## config.mk

```make
export PLATFORM = sky130hd
export DESIGN_NAME = ee_xfer_seq
export DESIGN_NICKNAME = d
export VERILOG_FILES = /design/src/rtl/ee_xfer_pkg.sv /design/src/rtl/ee_chunk_calc.sv /design/src/rtl/ee_wait_timer.sv /design/src/rtl/ee_xfer_seq.sv
export SDC_FILE = /design/constraint.sdc
export NUM_CORES = 1
export LEC_CHECK = 0
export BUFFER_PORTS_ARGS = -buffer_cell sky130_fd_sc_hd__buf_2
export CELL_PAD_IN_SITES_DETAIL_PLACEMENT = 0
export CELL_PAD_IN_SITES_GLOBAL_PLACEMENT = 1
export CORE_ASPECT_RATIO = 0.9
export CORE_UTILIZATION = 41
export CTS_CLUSTER_DIAMETER = 60
export CTS_CLUSTER_SIZE = 14
export DETAILED_ROUTE_END_ITERATION = 10
export PLACE_DENSITY_LB_ADDON = 0.1
export RECOVER_POWER = 25
export SLEW_MARGIN = 20
export SYNTH_ARGS = -nofsm -noshare
export SYNTH_HDL_FRONTEND = slang
export SYNTH_HIERARCHICAL = 1
export SYNTH_SLANG_ARGS = --single-unit
```

## constraint.sdc

```tcl
create_clock -name clk_i -period 8.5 [get_ports clk_i]
set_input_delay 1.7 -clock clk_i [delete_from_list [all_inputs] [get_ports clk_i]]
set_output_delay 1.7 -clock clk_i [all_outputs]
set_load 0.02 [all_outputs]
```

## src/rtl/ee_xfer_pkg.sv

```systemverilog
package ee_xfer_pkg;
  localparam int ADDR_W = 19;
  localparam logic [3:0] DEV_TYPE = 4'b1010;

  typedef enum logic [1:0] {
    OP_START = 2'd0,
    OP_WRITE = 2'd1,
    OP_READ  = 2'd2,
    OP_STOP  = 2'd3
  } op_e;

  typedef enum logic [1:0] {
    ERR_NONE      = 2'd0,
    ERR_ADDR_NACK = 2'd1,
    ERR_DATA_NACK = 2'd2,
    ERR_BAD_LIMIT = 2'd3
  } err_e;

  typedef enum logic [3:0] {
    ST_IDLE, ST_CHUNK, ST_START, ST_DEVW, ST_OFFH, ST_OFFL, ST_WFETCH,
    ST_WDATA, ST_RSTART, ST_DEVR, ST_RDATA, ST_STOP, ST_WAIT
  } st_e;
endpackage

```

## src/rtl/ee_chunk_calc.sv

```systemverilog
module ee_chunk_calc #(
  parameter int LEN_W     = 16,
  parameter int PAGE_BITS = 8
) (
  input  logic                 rd_i,
  input  logic [PAGE_BITS-1:0] addr_lo_i,
  input  logic [LEN_W-1:0]     rem_i,
  input  logic [LEN_W-1:0]     piece_i,
  input  logic [LEN_W-1:0]     limit_i,
  output logic [LEN_W-1:0]     piece_o,
  output logic [LEN_W-1:0]     len_o
);
  localparam logic [LEN_W-1:0] PAGE = LEN_W'(1) << PAGE_BITS;

  logic [LEN_W-1:0] cap, room;
  assign cap  = limit_i - LEN_W'(2);
  assign room = PAGE - LEN_W'(addr_lo_i);

  always_comb begin
    if (limit_i == '0)      piece_o = rem_i;
    else if (piece_i == '0) piece_o = (cap < rem_i) ? cap : rem_i;
    else                    piece_o = piece_i;
    len_o = (!rd_i && room < piece_o) ? room : piece_o;
  end
endmodule

```

## src/rtl/ee_wait_timer.sv

```systemverilog
module ee_wait_timer #(
  parameter int unsigned CYCLES = 10
) (
  input  logic clk_i,
  input  logic rst_ni,
  input  logic start_i,
  output logic busy_o
);
  localparam int CW = (CYCLES < 2) ? 1 : $clog2(CYCLES + 1);

  logic [CW-1:0] cnt_q;

  always_ff @(posedge clk_i or negedge rst_ni) begin
    if (!rst_ni)             cnt_q <= '0;
    else if (start_i)        cnt_q <= CW'(CYCLES);
    else if (cnt_q != '0)    cnt_q <= cnt_q - CW'(1);
  end

  assign busy_o = (cnt_q != '0);

  p_wait_count_r5: assert property (@(posedge clk_i) disable iff (!rst_ni)
    (busy_o && !start_i) |=> (cnt_q == $past(cnt_q) - CW'(1)));
endmodule

```

## src/rtl/ee_xfer_seq.sv

```systemverilog
module ee_xfer_seq
  import ee_xfer_pkg::*;
#(
  parameter int          LEN_W       = 16,
  parameter int          PAGE_BITS   = 8,
  parameter int unsigned CLK_FREQ_HZ = 100_000_000,
  parameter int unsigned WR_WAIT_US  = 10_000
) (
  input  logic              clk_i,
  input  logic              rst_ni,
  input  logic              req_start_i,
  input  logic              req_read_i,
  input  logic [18:0]       req_addr_i,
  input  logic [LEN_W-1:0]  req_len_i,
  input  logic [LEN_W-1:0]  req_limit_i,
  output logic              busy_o,
  output logic              done_o,
  output logic              err_o,
  output logic [1:0]        err_code_o,
  output logic [LEN_W-1:0]  xfer_cnt_o,
  output logic              cmd_valid_o,
  input  logic              cmd_ready_i,
  output logic [1:0]        cmd_op_o,
  output logic [7:0]        cmd_byte_o,
  output logic              cmd_ack_o,
  input  logic              rsp_valid_i,
  input  logic              rsp_nack_i,
  input  logic [7:0]        rsp_byte_i,
  input  logic              wr_valid_i,
  output logic              wr_ready_o,
  input  logic [7:0]        wr_data_i,
  output logic              rd_valid_o,
  output logic [7:0]        rd_data_o
);
  localparam int unsigned WAIT_CYC = CLK_FREQ_HZ / 1_000_000 * WR_WAIT_US;
  localparam logic [LEN_W-1:0] PAGE_LEN = LEN_W'(1) << PAGE_BITS;

  st_e               state_q;
  logic              pend_q, rd_q, fail_q, done_q, rdv_q;
  logic [1:0]        err_q, fail_code_q;
  logic [ADDR_W-1:0] addr_q, cur_q;
  logic [LEN_W-1:0]  lim_q, rem_q, piece_q, chunk_q, cnt_q;
  logic [7:0]        wbyte_q, rdata_q;

  logic [LEN_W-1:0]  piece_eff, chunk_len;
  logic              rsp_fire, tmr_start, tmr_busy, last_byte;

  ee_chunk_calc #(.LEN_W(LEN_W), .PAGE_BITS(PAGE_BITS)) u_chunk (
    .rd_i      (rd_q),
    .addr_lo_i (addr_q[PAGE_BITS-1:0]),
    .rem_i     (rem_q),
    .piece_i   (piece_q),
    .limit_i   (lim_q),
    .piece_o   (piece_eff),
    .len_o     (chunk_len)
  );

  assign rsp_fire  = pend_q && rsp_valid_i;
  assign last_byte = (chunk_q == LEN_W'(1));
  assign tmr_start = (state_q == ST_STOP) && rsp_fire && !fail_q && !rd_q;

  ee_wait_timer #(.CYCLES(WAIT_CYC)) u_wait (
    .clk_i   (clk_i),
    .rst_ni  (rst_ni),
    .start_i (tmr_start),
    .busy_o  (tmr_busy)
  );

  // command presented to the byte master
  always_comb begin
    cmd_valid_o = 1'b0;
    cmd_op_o    = OP_START;
    cmd_byte_o  = 8'h00;
    cmd_ack_o   = 1'b1;
    unique case (state_q)
      ST_START, ST_RSTART: cmd_valid_o = !pend_q;
      ST_DEVW: begin
        cmd_valid_o = !pend_q; cmd_op_o = OP_WRITE;
        cmd_byte_o  = {DEV_TYPE, cur_q[18:16], 1'b0};
      end
      ST_DEVR: begin
        cmd_valid_o = !pend_q; cmd_op_o = OP_WRITE;
        cmd_byte_o  = {DEV_TYPE, cur_q[18:16], 1'b1};
      end
      ST_OFFH: begin
        cmd_valid_o = !pend_q; cmd_op_o = OP_WRITE; cmd_byte_o = cur_q[15:8];
      end
      ST_OFFL: begin
        cmd_valid_o = !pend_q; cmd_op_o = OP_WRITE; cmd_byte_o = cur_q[7:0];
      end
      ST_WDATA: begin
        cmd_valid_o = !pend_q; cmd_op_o = OP_WRITE; cmd_byte_o = wbyte_q;
      end
      ST_RDATA: begin
        cmd_valid_o = !pend_q; cmd_op_o = OP_READ; cmd_ack_o = !last_byte;
      end
      ST_STOP: begin
        cmd_valid_o = !pend_q; cmd_op_o = OP_STOP;
      end
      default: ;
    endcase
  end

  assign wr_ready_o = (state_q == ST_WFETCH);

  always_ff @(posedge clk_i or negedge rst_ni) begin
    if (!rst_ni) begin
      state_q <= ST_IDLE; pend_q <= 1'b0; rd_q <= 1'b0; fail_q <= 1'b0;
      done_q <= 1'b0; rdv_q <= 1'b0; err_q <= ERR_NONE; fail_code_q <= ERR_NONE;
      addr_q <= '0; cur_q <= '0; lim_q <= '0; rem_q <= '0; piece_q <= '0;
      chunk_q <= '0; cnt_q <= '0; wbyte_q <= '0; rdata_q <= '0;
    end else begin
      done_q <= 1'b0;
      rdv_q  <= 1'b0;
      if (cmd_valid_o && cmd_ready_i) pend_q <= 1'b1;
      if (rsp_fire)                   pend_q <= 1'b0;
      unique case (state_q)
        ST_IDLE: if (req_start_i) begin
          rd_q <= req_read_i; lim_q <= req_limit_i; addr_q <= req_addr_i;
          rem_q <= req_len_i; piece_q <= '0; cnt_q <= '0; fail_q <= 1'b0;
          err_q <= ERR_NONE;
          if (req_len_i == '0) begin
            done_q <= 1'b1;
          end else if (req_limit_i != '0 && req_limit_i <= LEN_W'(2)) begin
            err_q <= ERR_BAD_LIMIT; done_q <= 1'b1;
          end else begin
            state_q <= ST_CHUNK;
          end
        end
        ST_CHUNK: begin
          cur_q   <= addr_q;
          chunk_q <= chunk_len;
          rem_q   <= rem_q - chunk_len;
          addr_q  <= addr_q + ADDR_W'(chunk_len);
          piece_q <= (lim_q != '0) ? piece_eff - chunk_len : '0;
          state_q <= ST_START;
        end
        ST_START:  if (rsp_fire) state_q <= ST_DEVW;
        ST_RSTART: if (rsp_fire) state_q <= ST_DEVR;
        ST_DEVW, ST_OFFH, ST_OFFL, ST_DEVR: if (rsp_fire) begin
          if (rsp_nack_i) begin
            fail_q <= 1'b1; fail_code_q <= ERR_ADDR_NACK; state_q <= ST_STOP;
          end else if (state_q == ST_DEVW) state_q <= ST_OFFH;
          else if (state_q == ST_OFFH)     state_q <= ST_OFFL;
          else if (state_q == ST_DEVR)     state_q <= ST_RDATA;
          else                             state_q <= rd_q ? ST_RSTART : ST_WFETCH;
        end
        ST_WFETCH: if (wr_valid_i) begin
          wbyte_q <= wr_data_i; state_q <= ST_WDATA;
        end
        ST_WDATA: if (rsp_fire) begin
          if (rsp_nack_i) begin
            fail_q <= 1'b1; fail_code_q <= ERR_DATA_NACK; state_q <= ST_STOP;
          end else begin
            cnt_q <= cnt_q + LEN_W'(1); chunk_q <= chunk_q - LEN_W'(1);
            state_q <= last_byte ? ST_STOP : ST_WFETCH;
          end
        end
        ST_RDATA: if (rsp_fire) begin
          rdv_q <= 1'b1; rdata_q <= rsp_byte_i;
          cnt_q <= cnt_q + LEN_W'(1); chunk_q <= chunk_q - LEN_W'(1);
          if (last_byte) state_q <= ST_STOP;
        end
        ST_STOP: if (rsp_fire) begin
          if (fail_q) begin
            err_q <= fail_code_q; done_q <= 1'b1; state_q <= ST_IDLE;
          end else if (!rd_q) begin
            state_q <= ST_WAIT;
          end else if (rem_q == '0) begin
            done_q <= 1'b1; state_q <= ST_IDLE;
          end else begin
            state_q <= ST_CHUNK;
          end
        end
        ST_WAIT: if (!tmr_busy) begin
          if (rem_q == '0) begin
            done_q <= 1'b1; state_q <= ST_IDLE;
          end else begin
            state_q <= ST_CHUNK;
          end
        end
        default: state_q <= ST_IDLE;
      endcase
    end
  end

  assign busy_o     = (state_q != ST_IDLE);
  assign done_o     = done_q;
  assign err_code_o = err_q;
  assign err_o      = (err_q != ERR_NONE);
  assign xfer_cnt_o = cnt_q;
  assign rd_valid_o = rdv_q;
  assign rd_data_o  = rdata_q;

  p_cmd_hold_r12: assert property (@(posedge clk_i) disable iff (!rst_ni)
    (cmd_valid_o && !cmd_ready_i) |=>
      (cmd_valid_o && $stable(cmd_op_o) && $stable(cmd_byte_o) && $stable(cmd_ack_o)));

  p_page_fit_r3: assert property (@(posedge clk_i) disable iff (!rst_ni)
    (state_q == ST_CHUNK && !rd_q) |->
      (chunk_len + LEN_W'(addr_q[PAGE_BITS-1:0]) <= PAGE_LEN));

  p_piece_cap_r6: assert property (@(posedge clk_i) disable iff (!rst_ni)
    (state_q == ST_CHUNK && lim_q != '0) |->
      (chunk_len != '0 && chunk_len <= lim_q - LEN_W'(2)));

  p_done_pulse_r11: assert property (@(posedge clk_i) disable iff (!rst_ni)
    done_o |=> !done_o);

  p_no_cmd_in_wait_r5: assert property (@(posedge clk_i) disable iff (!rst_ni)
    $fell(tmr_busy) |-> !cmd_valid_o);
endmodule

```

# After elaboration in Yosys (flattened, before gate mapping)
# Cells that the tools add are included.
[word_totals] input_bits=75 elab_cells=178 reg_bits=167 output_inout_bits=43
[op_classes] addsub=8 n_reduce_logical=42 magnitude_cmp=3 muxes=76 eq_ne=31
[ops] cell="16-bit 2-to-1 mux" n=13
[ops] cell="16-bit case mux with 3 select lines" n=2
[ops] cell="4-bit 2-to-1 mux" n=21
[ops] cell="16-bit logical NOT" n=4
[ops] cell="16-bit case mux with 2 select lines" n=2
[ops] cell="20-bit 2-to-1 mux" n=2
[ops] cell="4-bit case mux with 10 select lines" n=1
[ops] cell="8-bit case mux with 5 select lines" n=1
[ops] cell="19-bit case mux with 2 select lines" n=1
[ops] cell="16-bit < comparator" n=2
[ops] cell="2-bit != test, second input constant" n=16
[ops] cell="16-bit nonzero test" n=2
[ops] cell="16-bit subtractor" n=2
[ops] cell="4-bit == test, second input constant" n=5
[ops] cell="20-bit nonzero test" n=1
[ops] cell="20-bit by 1-bit subtractor with 20-bit output, second input constant" n=1
[ops] cell="19-bit by 16-bit adder with 19-bit output" n=1
[ops] cell="19-bit 2-to-1 mux" n=1
[ops] cell="1-bit 2-to-1 mux" n=18
[ops] cell="2-bit 2-to-1 mux" n=9
[ops] cell="16-bit by 1-bit adder with 16-bit output, second input constant" n=1
[ops] cell="16-bit by 1-bit == test with 1-bit output, second input constant" n=1
[ops] cell="4-bit by 3-bit == test with 1-bit output, second input constant" n=4
[ops] cell="16-bit by 2-bit less-or-equal comparator with 1-bit output, second input constant" n=1
[ops] cell="23 further kinds" n=48

# Depth between registers and ports, before layout
# Gate-level depths: netlist (run 1).
[logic_depth] word_depth=11 depth_mapped=35 mapped_depth_nobuf=34

# By module
# The synthesis (run 1) kept the hierarchy.
[modules_own_cells] module="ee_xfer_seq" area_each_um2=9145.0 cells_each=1092 n_inst=1
[modules_own_cells] module="ee_chunk_calc" area_each_um2=1635.3 cells_each=237 n_inst=1
[modules_own_cells] module="ee_wait_timer" area_each_um2=1266.2 cells_each=131 n_inst=1

# Worst setup path before layout (run 1)
# Ideal clock, no wire load.
[synth_timing] path_type="register to register" startpoint="register lim_q[1]" endpoint="register rem_q[15]" period_less_slack_ps=7261 arrival_ps=7196 required_time_ps=8435 stages_incl_launch_ff=36 n_path_buf=2 path_slack_ps=1239 cell_sequence="dfrtp_1 > inv_1 > ha_1 > nor3b_1 > nand2_1 > or3_1 > xnor2_1 > ha_1 > nand4_1 > nor3_1 > nand3_1 > and3_1 > o21ai_1 > clkbuf_1 > nand2_1 > o21ai_0 > inv_1 > ha_1 > nand2_1 > o21ai_0 > nand4b_1 > a21oi_1 > a211oi_1 > o2111ai_1 > o41ai_2 > buf_6 > mux2_4 > inv_1 > ha_1 > nor2b_1 > o31a_1 > o21ai_0 > o21ai_0 > a31oi_1 > mux2i_1 > o221a_2"
[synth_via] elab_chain_len=10 elab_cells_between_ends=11 classes_between="2 x add/sub; 2 x order compare; 5 x mux; 2 x reduce/logical"
[synth_rtl] item="from (decl)" line_no="ee_xfer_seq.sv:42" source="logic [LEN_W-1:0] lim_q, rem_q, piece_q, chunk_q, cnt_q;"
[synth_rtl] item="from (signal assigned)" line_no="ee_xfer_seq.sv:119" source="rd_q <= req_read_i; lim_q <= req_limit_i; addr_q <= req_addr_i;"
[synth_rtl] item="16-bit by 2-bit subtractor with 16-bit output" line_no="ee_chunk_calc.sv:16" source="assign cap = limit_i - LEN_W'(2);"
[synth_rtl] item="16-bit < comparator" line_no="ee_chunk_calc.sv:21" source="else if (piece_i == '0) piece_o = (cap < rem_i) ? cap : rem_i;"
[synth_rtl] item="16-bit 2-to-1 mux (2 in a row)" line_no="ee_chunk_calc.sv:21"
[synth_rtl] item="16-bit 2-to-1 mux *" line_no="ee_chunk_calc.sv:20" source="if (limit_i == '0) piece_o = rem_i;"
[synth_rtl] item="via piece_eff[7]" line_no="ee_xfer_seq.sv:45" source="logic [LEN_W-1:0] piece_eff, chunk_len;"
[synth_rtl] item="16-bit < comparator *" line_no="ee_chunk_calc.sv:23" source="len_o = (!rd_i && room < piece_o) ? room : piece_o;"
[synth_rtl] item="1-bit logical AND *" line_no="ee_chunk_calc.sv:23"
[synth_rtl] item="16-bit 2-to-1 mux *" line_no="ee_chunk_calc.sv:23"
[synth_rtl] item="via chunk_len[1]" line_no="ee_xfer_seq.sv:45"
[synth_rtl] item="16-bit subtractor *" line_no="ee_xfer_seq.sv:133" source="rem_q <= rem_q - chunk_len;"
[synth_rtl] item="16-bit case mux with 2 select lines *" line_no="ee_xfer_seq.sv:117" source="unique case (state_q)"
[synth_rtl] item="to (signal assigned)" line_no="ee_xfer_seq.sv:133"
[synth_rtl] item="to (decl)" line_no="ee_xfer_seq.sv:42"
# Mark *: on every way through the listed nets, which the timed path passes. The rest lies on a longest branch.
# A chain may end at the register's enable or synchronous reset.

# Worst setup path in the final report (run 1)
[layout_timing] startpoint="register lim_q[1]" endpoint="register rem_q[12]"
# The elaborated chain is that of the path after synthesis.

==> results.ini, run 1 <==
[grt]
grt_pass1_vias = 10400
grt.total_usage_pct = 26.0
antenna_found_initial = 1
overflow = 0
grt_max_degree = 106
grt_pass1_wl_um = 60200

[drt]
wl_um = 38300
drt-vias-per-instance = 5.61
firstDrtPassIters = 5
drt_iter0_markers = 788
wire_per_inst_um = 19.5
drc = 0
vias = 11000
ant_nets = 0

[setup_path]
cp-startpoint = lim_q[1]
crit_slowest_cell = dfrtp_1
reg2reg_slack_ns = 0.69
r2r_cells = 34
cp-end-kind = flip-flop
slowest_delay_ns = 0.46
critPathArrivalTime_ns = 8.11
crit_end = rem_q[12]
crit_top_cell = ha_1
cp_max_fo = 11
path_class = reg -> reg
cp-start-kind = flip-flop
required_ns = 8.81
reg2reg_to = rem_q[12]
reg2reg_from = lim_q[1]

[floorplan]
core_sq_mm = 0.0289
die_w_um = 183
die_area_sq_mm = 0.0301
io_pins = 118
start_util_pct = 41.7
num_rows = 59
die_height_um = 165

[logic_synthesis]
synth.distinct_cells = 88
ys_ff_latch = 167
avgSynthCellArea_sq_um = 8.25
synth_edf_count = 0
synth_warnings = 6
synth_top_area_cell = dfrtp_1
synth_area_leaders = dfrtp_1 35%, nand2_1 7.9%, ha_1 7.9%
async_flop_share_pct = 100
syn_inst = 1460
synth.net_count = 1614
synth_flop_cell = dfrtp_1
ys_seq_area_share_pct = 34.7
synth_area_sq_mm = 0.0120
yosys.area.top_type_share_pct = 34.7

[clock_network]
worstSkewPairLatency_ns = 0.45
cts_tree = built
postCtsSetupBuffers = 0
post_cts_resized = 0
path_clk_slew_ns = 0.08
h-tree-depth = 4
hold_buffers = 0
cts_buffers = 17
cts_buffer_depth = 2
cts_root_buf = clkbuf_16
clkSinkCount = 167

[placement]
post-place-ws_ns = 0.227
numPortBuffers = 117
dp_hpwl_um = 28700
placedInstanceArea_sq_mm = 0.0130
place.gp.congestion = 0.952

[layout]
mostFrequentLayoutCells = 253 x nand2_1, 167 x dfrtp_1, 132 x nor2_1
area_growth_pct = 13.2
fill_cells = 2900
drive_above_1_share_pct = 14.4
antennaDiodeCount = 0
fin_nets = 1712
stdcell_area_sq_mm = 0.0136
layout_commonest_cell = nand2_1

[sta]
rsz0062_at_grt = false
worstMarginPinSlew_ns = 5.99
finClkSkew_ns = 0.0143
hold_viol = 0
period_minus_slack_ns = 7.81
min_period_over_period_pct = 91.8
tns_ns = 0
finalSetupViolCount = 0
fmaxAchievable_ghz = 0.128
slew_headroom_pct = -299
setup_ws_ns = 0.694
slew_viol_final = 106

[run_status]
status = finished, violations left
violations = capacitance limit, slew limit

[power_and_ir_drop]
total_power_uw = 6250
p_leak_uw = 0.00637
p_per_area_mw_per_mm2 = 458
vdd_drop_max_uv = 228

[job]
cap_violations = 1

[worst_hold_path]
hold_path.class = reg -> reg

per-stage QoR:
step	std cells	hold WS [ns]	utilization, %
after floorplan	1460	0.442	-
after global placement	1935	0.464	45.2
after detailed placement	1935	0.464	45.2
after CTS	1967	0.484	47.2
after global routing	1967	0.511	47.2
final	1967	0.486	47.2
power breakdown:
part           leakage [uW]  switching [uW]  internal (uW)
clock network      0.000289             388            418
logic               0.00401            2260           1580
registers           0.00207             474           1130
cells in the mapped netlist (4+ instances only):
cell        n
a211oi_1   14
a21o_1     16
a21oi_1    98
a22o_1      4
a22oi_1    12
a31oi_1    25
a41o_1      4
and2_1     11
and3_1     17
buf_2      13
clkbuf_1   36
dfrtp_1   167
ha_1       76
inv_1      72
mux2_1      7
mux2_2     23
mux2_4      6
mux2i_1    14
nand2_1   255
nand2b_1   11
nand3_1    30
nand4_1    17
nor2_1    134
nor2b_1    22
nor3_1     31
nor3b_1     5
nor4_1     31
o211ai_1    5
o21a_1     11
o21ai_0    97
o21ai_1     5
o21bai_1    6
o22ai_1    11
o31ai_1     5
or3_1      10
xnor2_1    41
xor2_1     30
final cells by class:
| class | count | area [sq um] | share of cell area [%] |
|---|---|---|---|
| Multi-Input combinational cell | 1166 | 7400 | 54.2 |
| Sequential cell | 167 | 4180 | 30.6 |
| Timing Repair Buffer | 133 | 704 | 5.17 |
| Tap cell | 396 | 495 | 3.63 |
| Clock buffer | 17 | 425 | 3.12 |
| Inverter | 73 | 274 | 2.01 |
| Clock inverter | 15 | 161 | 1.18 |
worst min-delay path by stage:
stage	startpoint	end	slack, ns	cells past startpoint
after floorplan	cur_q[3]	cur_q[3]	0.44	2
after global placement	cur_q[17]	cur_q[17]	0.46	2
after detailed placement	cur_q[17]	cur_q[17]	0.46	2
after CTS	cur_q[17]	cur_q[17]	0.48	2
after global routing	cur_q[5]	cur_q[5]	0.51	2
final	cur_q[0]	cur_q[0]	0.49	2
state kept, by name, indices dropped and copies added, names as in the netlist, 16 cells and up:
register and cells:
xfer_cnt_o 16, lim_q 16, cur_q 19, u_wait/cnt_q 20
chunk_q 16, addr_q 19, rem_q 16, piece_q 16
cell families (layout without fill, tap and decap cells):
kind of cell / after synthesis / after routing / synth area share, %
XOR/XNOR: 71 / 71 / 5.16
AND/OR/NAND/NOR: 607 / 607 / 24.1
multiplexers: 50 / 50 / 4.72
AO/OA/AOI/OAI: 359 / 359 / 18.7
buffers and inverters: 127 / 238 / 4.22
flip-flops: 167 / 167 / 34.7
adder cells (fa/ha/maj): 79 / 79 / 8.39
routing by layer:
metal	up-vias	share of wire [%]	GRT usage, %
met2	276	42	37.8
li1	5411	-	-
met5	-	0.029	0
met3	43	4.4	3.86
met4	2	2.1	7.72
met1	5302	51	39.4
worst max-delay path: cells and delay by family, from the launching register on:
family / cells / cell delay, ns
XOR/XNOR: 2 / 0.32
flip-flops: 1 / 0.46
AND/OR/NAND/NOR: 11 / 2.07
adder cells (fa/ha/maj): 4 / 1.09
multiplexers: 1 / 0.35
buffers and inverters: 4 / 0.55
AO/OA/AOI/OAI: 12 / 2.81
Note: power is estimated with default switching activity, not from simulation.
==> inputs of run 2 (changes only) <==
- BUFFER_PORTS_ARGS: -buffer_cell sky130_fd_sc_hd__buf_2 -> default
- DONT_BUFFER_PORTS: default -> 1
- clock period: 8.5 -> 7.2 ns (I/O delays scaled with it)
==> run 2 against run 1 <==
Effect of this change: the run now ends clean; critical endpoint is now rem_q[14]; non-clock buffer count is 58 lower; final area rose by 1.4%; clock skew rose by 0.0013 ns; total power up 28%; critical path depth stayed put; flip-flop and latch count unchanged; first-iteration DRC count is 27% higher; largest cell class unchanged; wire length rose by 0.86%; die area unchanged; global-route usage is 0.054 points lower; register-to-register slack got worse by 0.36 ns.
==> results.ini, run 2 (synthesis gave the netlist of run 1 again) <==
[sta]
hold_viol = 0  ; unchanged
worstMarginPinSlew_ns = 1.10  ; -4.88 ns
finalSetupViolCount = 0  ; unchanged
finClkSkew_ns = 0.0156  ; +0.00131 ns
slew_headroom_pct = 26.2  ; +330 points
min_period_over_period_pct = 95.4  ; +3.6 points
slew_viol_final = 0  ; -100%
setup_ws_ns = 0.331  ; -0.363 ns
period_minus_slack_ns = 6.87  ; -0.937 ns
fmaxAchievable_ghz = 0.146  ; +14%

[drt]
wl_met1_um = 19000  ; -3.5%
ant_nets = 0  ; unchanged
wl_um = 38600  ; +0.86%
maxUsedRoutingLayer = met4
drt_iter0_markers = 1001  ; +27%
drc = 0  ; unchanged
wl_met2_um = 16400  ; +1.7%
wire_per_inst_um = 20.2  ; +3.9%
vias = 10900  ; -0.82%
firstDrtPassIters = 5  ; unchanged
drt-vias-per-instance = 5.73  ; +2.2%
wl_met3_um = 2730  ; +61%

[layout]
drive_above_1_share_pct = 15.0  ; +0.55 points
top_regs = u_wait/cnt_q: 20 flops, addr_q: 19 flops, cur_q: 19 flops
mostFrequentLayoutCells = 252 x nand2_1, 165 x dfrtp_1, 129 x nor2_1
largest_reg_flops = 20  ; unchanged
stdcell_area_sq_mm = 0.0138  ; +1.4%
top_register = u_wait/cnt_q
antennaDiodeCount = 0  ; unchanged
fill_cells = 2863  ; -1.3%
fin_nets = 1654  ; -3.4%
layout_commonest_cell = nand2_1
area_growth_pct = 14.8

[setup_path]
critical_path.top_delay_family = compound AO/OA/AOI/OAI gates
slowest_delay_ns = 0.44  ; -0.02 ns
cp-start-kind = flip-flop
reg2reg_to = rem_q[14]
cp_max_fo = 6  ; -5
reg2reg_from = lim_q[1]
crit_end = rem_q[14]
cp-startpoint = lim_q[1]
required_ns = 7.51  ; -1.30 ns
cp.depth = 34  ; unchanged
cp_num_buf_inv = 6  ; +2
path_class = reg -> reg
crit_slowest_cell = dfrtp_1
r2r_cells = 34  ; unchanged
reg2reg_slack_ns = 0.33  ; -0.36 ns
critPathArrivalTime_ns = 7.18  ; -0.93 ns
cp-end-kind = flip-flop

[power_and_ir_drop]
p_leak_uw = 0.00621  ; -2.6%
vdd_drop_max_uv = 286  ; +25%
p_per_area_mw_per_mm2 = 579  ; +26%
total_power_uw = 8000  ; +28%

[floorplan]
start_util_pct = 41.7  ; unchanged
num_rows = 59  ; unchanged
io_pins = 118  ; unchanged
die_w_um = 183  ; unchanged
core_sq_mm = 0.0289  ; unchanged
die_area_sq_mm = 0.0301  ; unchanged
die_height_um = 165  ; unchanged

[placement]
place.gp.congestion = 0.943  ; -0.95%
dp_hpwl_um = 28900  ; +0.62%
post-place-ws_ns = -0.0306  ; -0.258 ns
numPortBuffers = 0  ; -100%
placedInstanceArea_sq_mm = 0.0128  ; -1.9%

[clock_network]
cts_buffers = 17  ; unchanged
clkSinkCount = 167  ; unchanged
cts_root_buf = clkbuf_16
cts_buffer_depth = 2  ; unchanged
cts_tree = built
path_clk_slew_ns = 0.07  ; about the same
worstSkewPairLatency_ns = 0.45  ; about the same
h-tree-depth = 4  ; unchanged

[grt]
grt_max_degree = 168  ; +58%
grt.total_usage_pct = 26.0  ; -0.054 points
overflow = 0  ; unchanged
antenna_found_initial = 0  ; -1
grt_pass1_wl_um = 59600  ; -1.1%
grt_pass1_vias = 10400  ; -0.14%

[run_status]
status = completed

[worst_hold_path]
hold_path.class = reg -> reg

[job]
cap_violations = 0  ; -1

run 2: cell count changes in the layout (fill, tap and decap cells not counted), moves of 4 or more:
cell / change
a21oi_2: +4
a211oi_2: +5
a211oi_1: -5
nor3_2: +4
nor3_1: -4
buf_4: +55
inv_1: -4
inv_2: +4
a21oi_1: -4
ha_1: -7
o21ai_2: +6
ha_4: +6
o21ai_0: -8
buf_2: -116
run 2: worst min-delay path by stage:
| stage | slack [ns] | endpoint | cells past startpoint | from |
|---|---|---|---|---|
| floorplan | 0.44 | cur_q[3] | 2 | cur_q[3] |
| global placement | 0.46 | cur_q[17] | 2 | cur_q[17] |
| detailed placement | 0.47 | cur_q[6] | 2 | cur_q[6] |
| CTS | 0.48 | cur_q[6] | 2 | cur_q[6] |
| global route | 0.51 | cur_q[16] | 2 | cur_q[16] |
| finish | 0.48 | cur_q[6] | 2 | cur_q[6] |
run 2: final cells by class:
cell class | count | area (sq um) | area share [%]
sequential | 167 | 4180 | 30.2
tap | 396 | 495 | 3.58
clock inverter | 13 | 136 | 0.986
timing repair buffer | 75 | 578 | 4.18
inverter | 73 | 274 | 1.98
multi-input combinational | 1166 | 7730 | 55.9
clock buffer | 19 | 433 | 3.13
run 2: repair_timing:
item,in CTS,in global routing
resized for setup,2,80
gates cloned,0,1
pin swaps,0,22
setup endpoints to repair,10,39
hold buffers,0,0
buffers inserted,1,12
run 2: through the flow:
stage                     instances  TNS, ns  hold WS [ns]  util, %
after floorplan                1460        0         0.442        -
after global placement         1863        0         0.464     44.3
after detailed placement       1863  -0.0361         0.466     44.3
after CTS                      1896        0         0.485     46.3
after global routing           1909   -0.211         0.506     47.9
final                          1909        0         0.477     47.9
run 2: metal layers:
layer	vias up	global-route usage [%]
met2	359	38.5
met4	0	6.23
met3	35	6.46
met5	-	0
met1	5245	37.5
li1	5304	-
run 2: worst reg2reg max path: cells and delay by family (launching register included):
family	cells	cell delay (ns)
adder cells (fa/ha/maj)	4	1.03
buffers and inverters	6	1.10
XOR/XNOR	2	0.32
AO/OA/AOI/OAI	13	2.05
flip-flops	1	0.44
multiplexers	1	0.33
AND/OR/NAND/NOR	8	1.48
run 2: report_power, final:
| part | leakage (uW) | internal, uW | switching, uW |
|---|---|---|---|
| registers | 0.00207 | 1340 | 589 |
| clock network | 0.000269 | 487 | 440 |
| logic | 0.00386 | 2260 | 2890 |
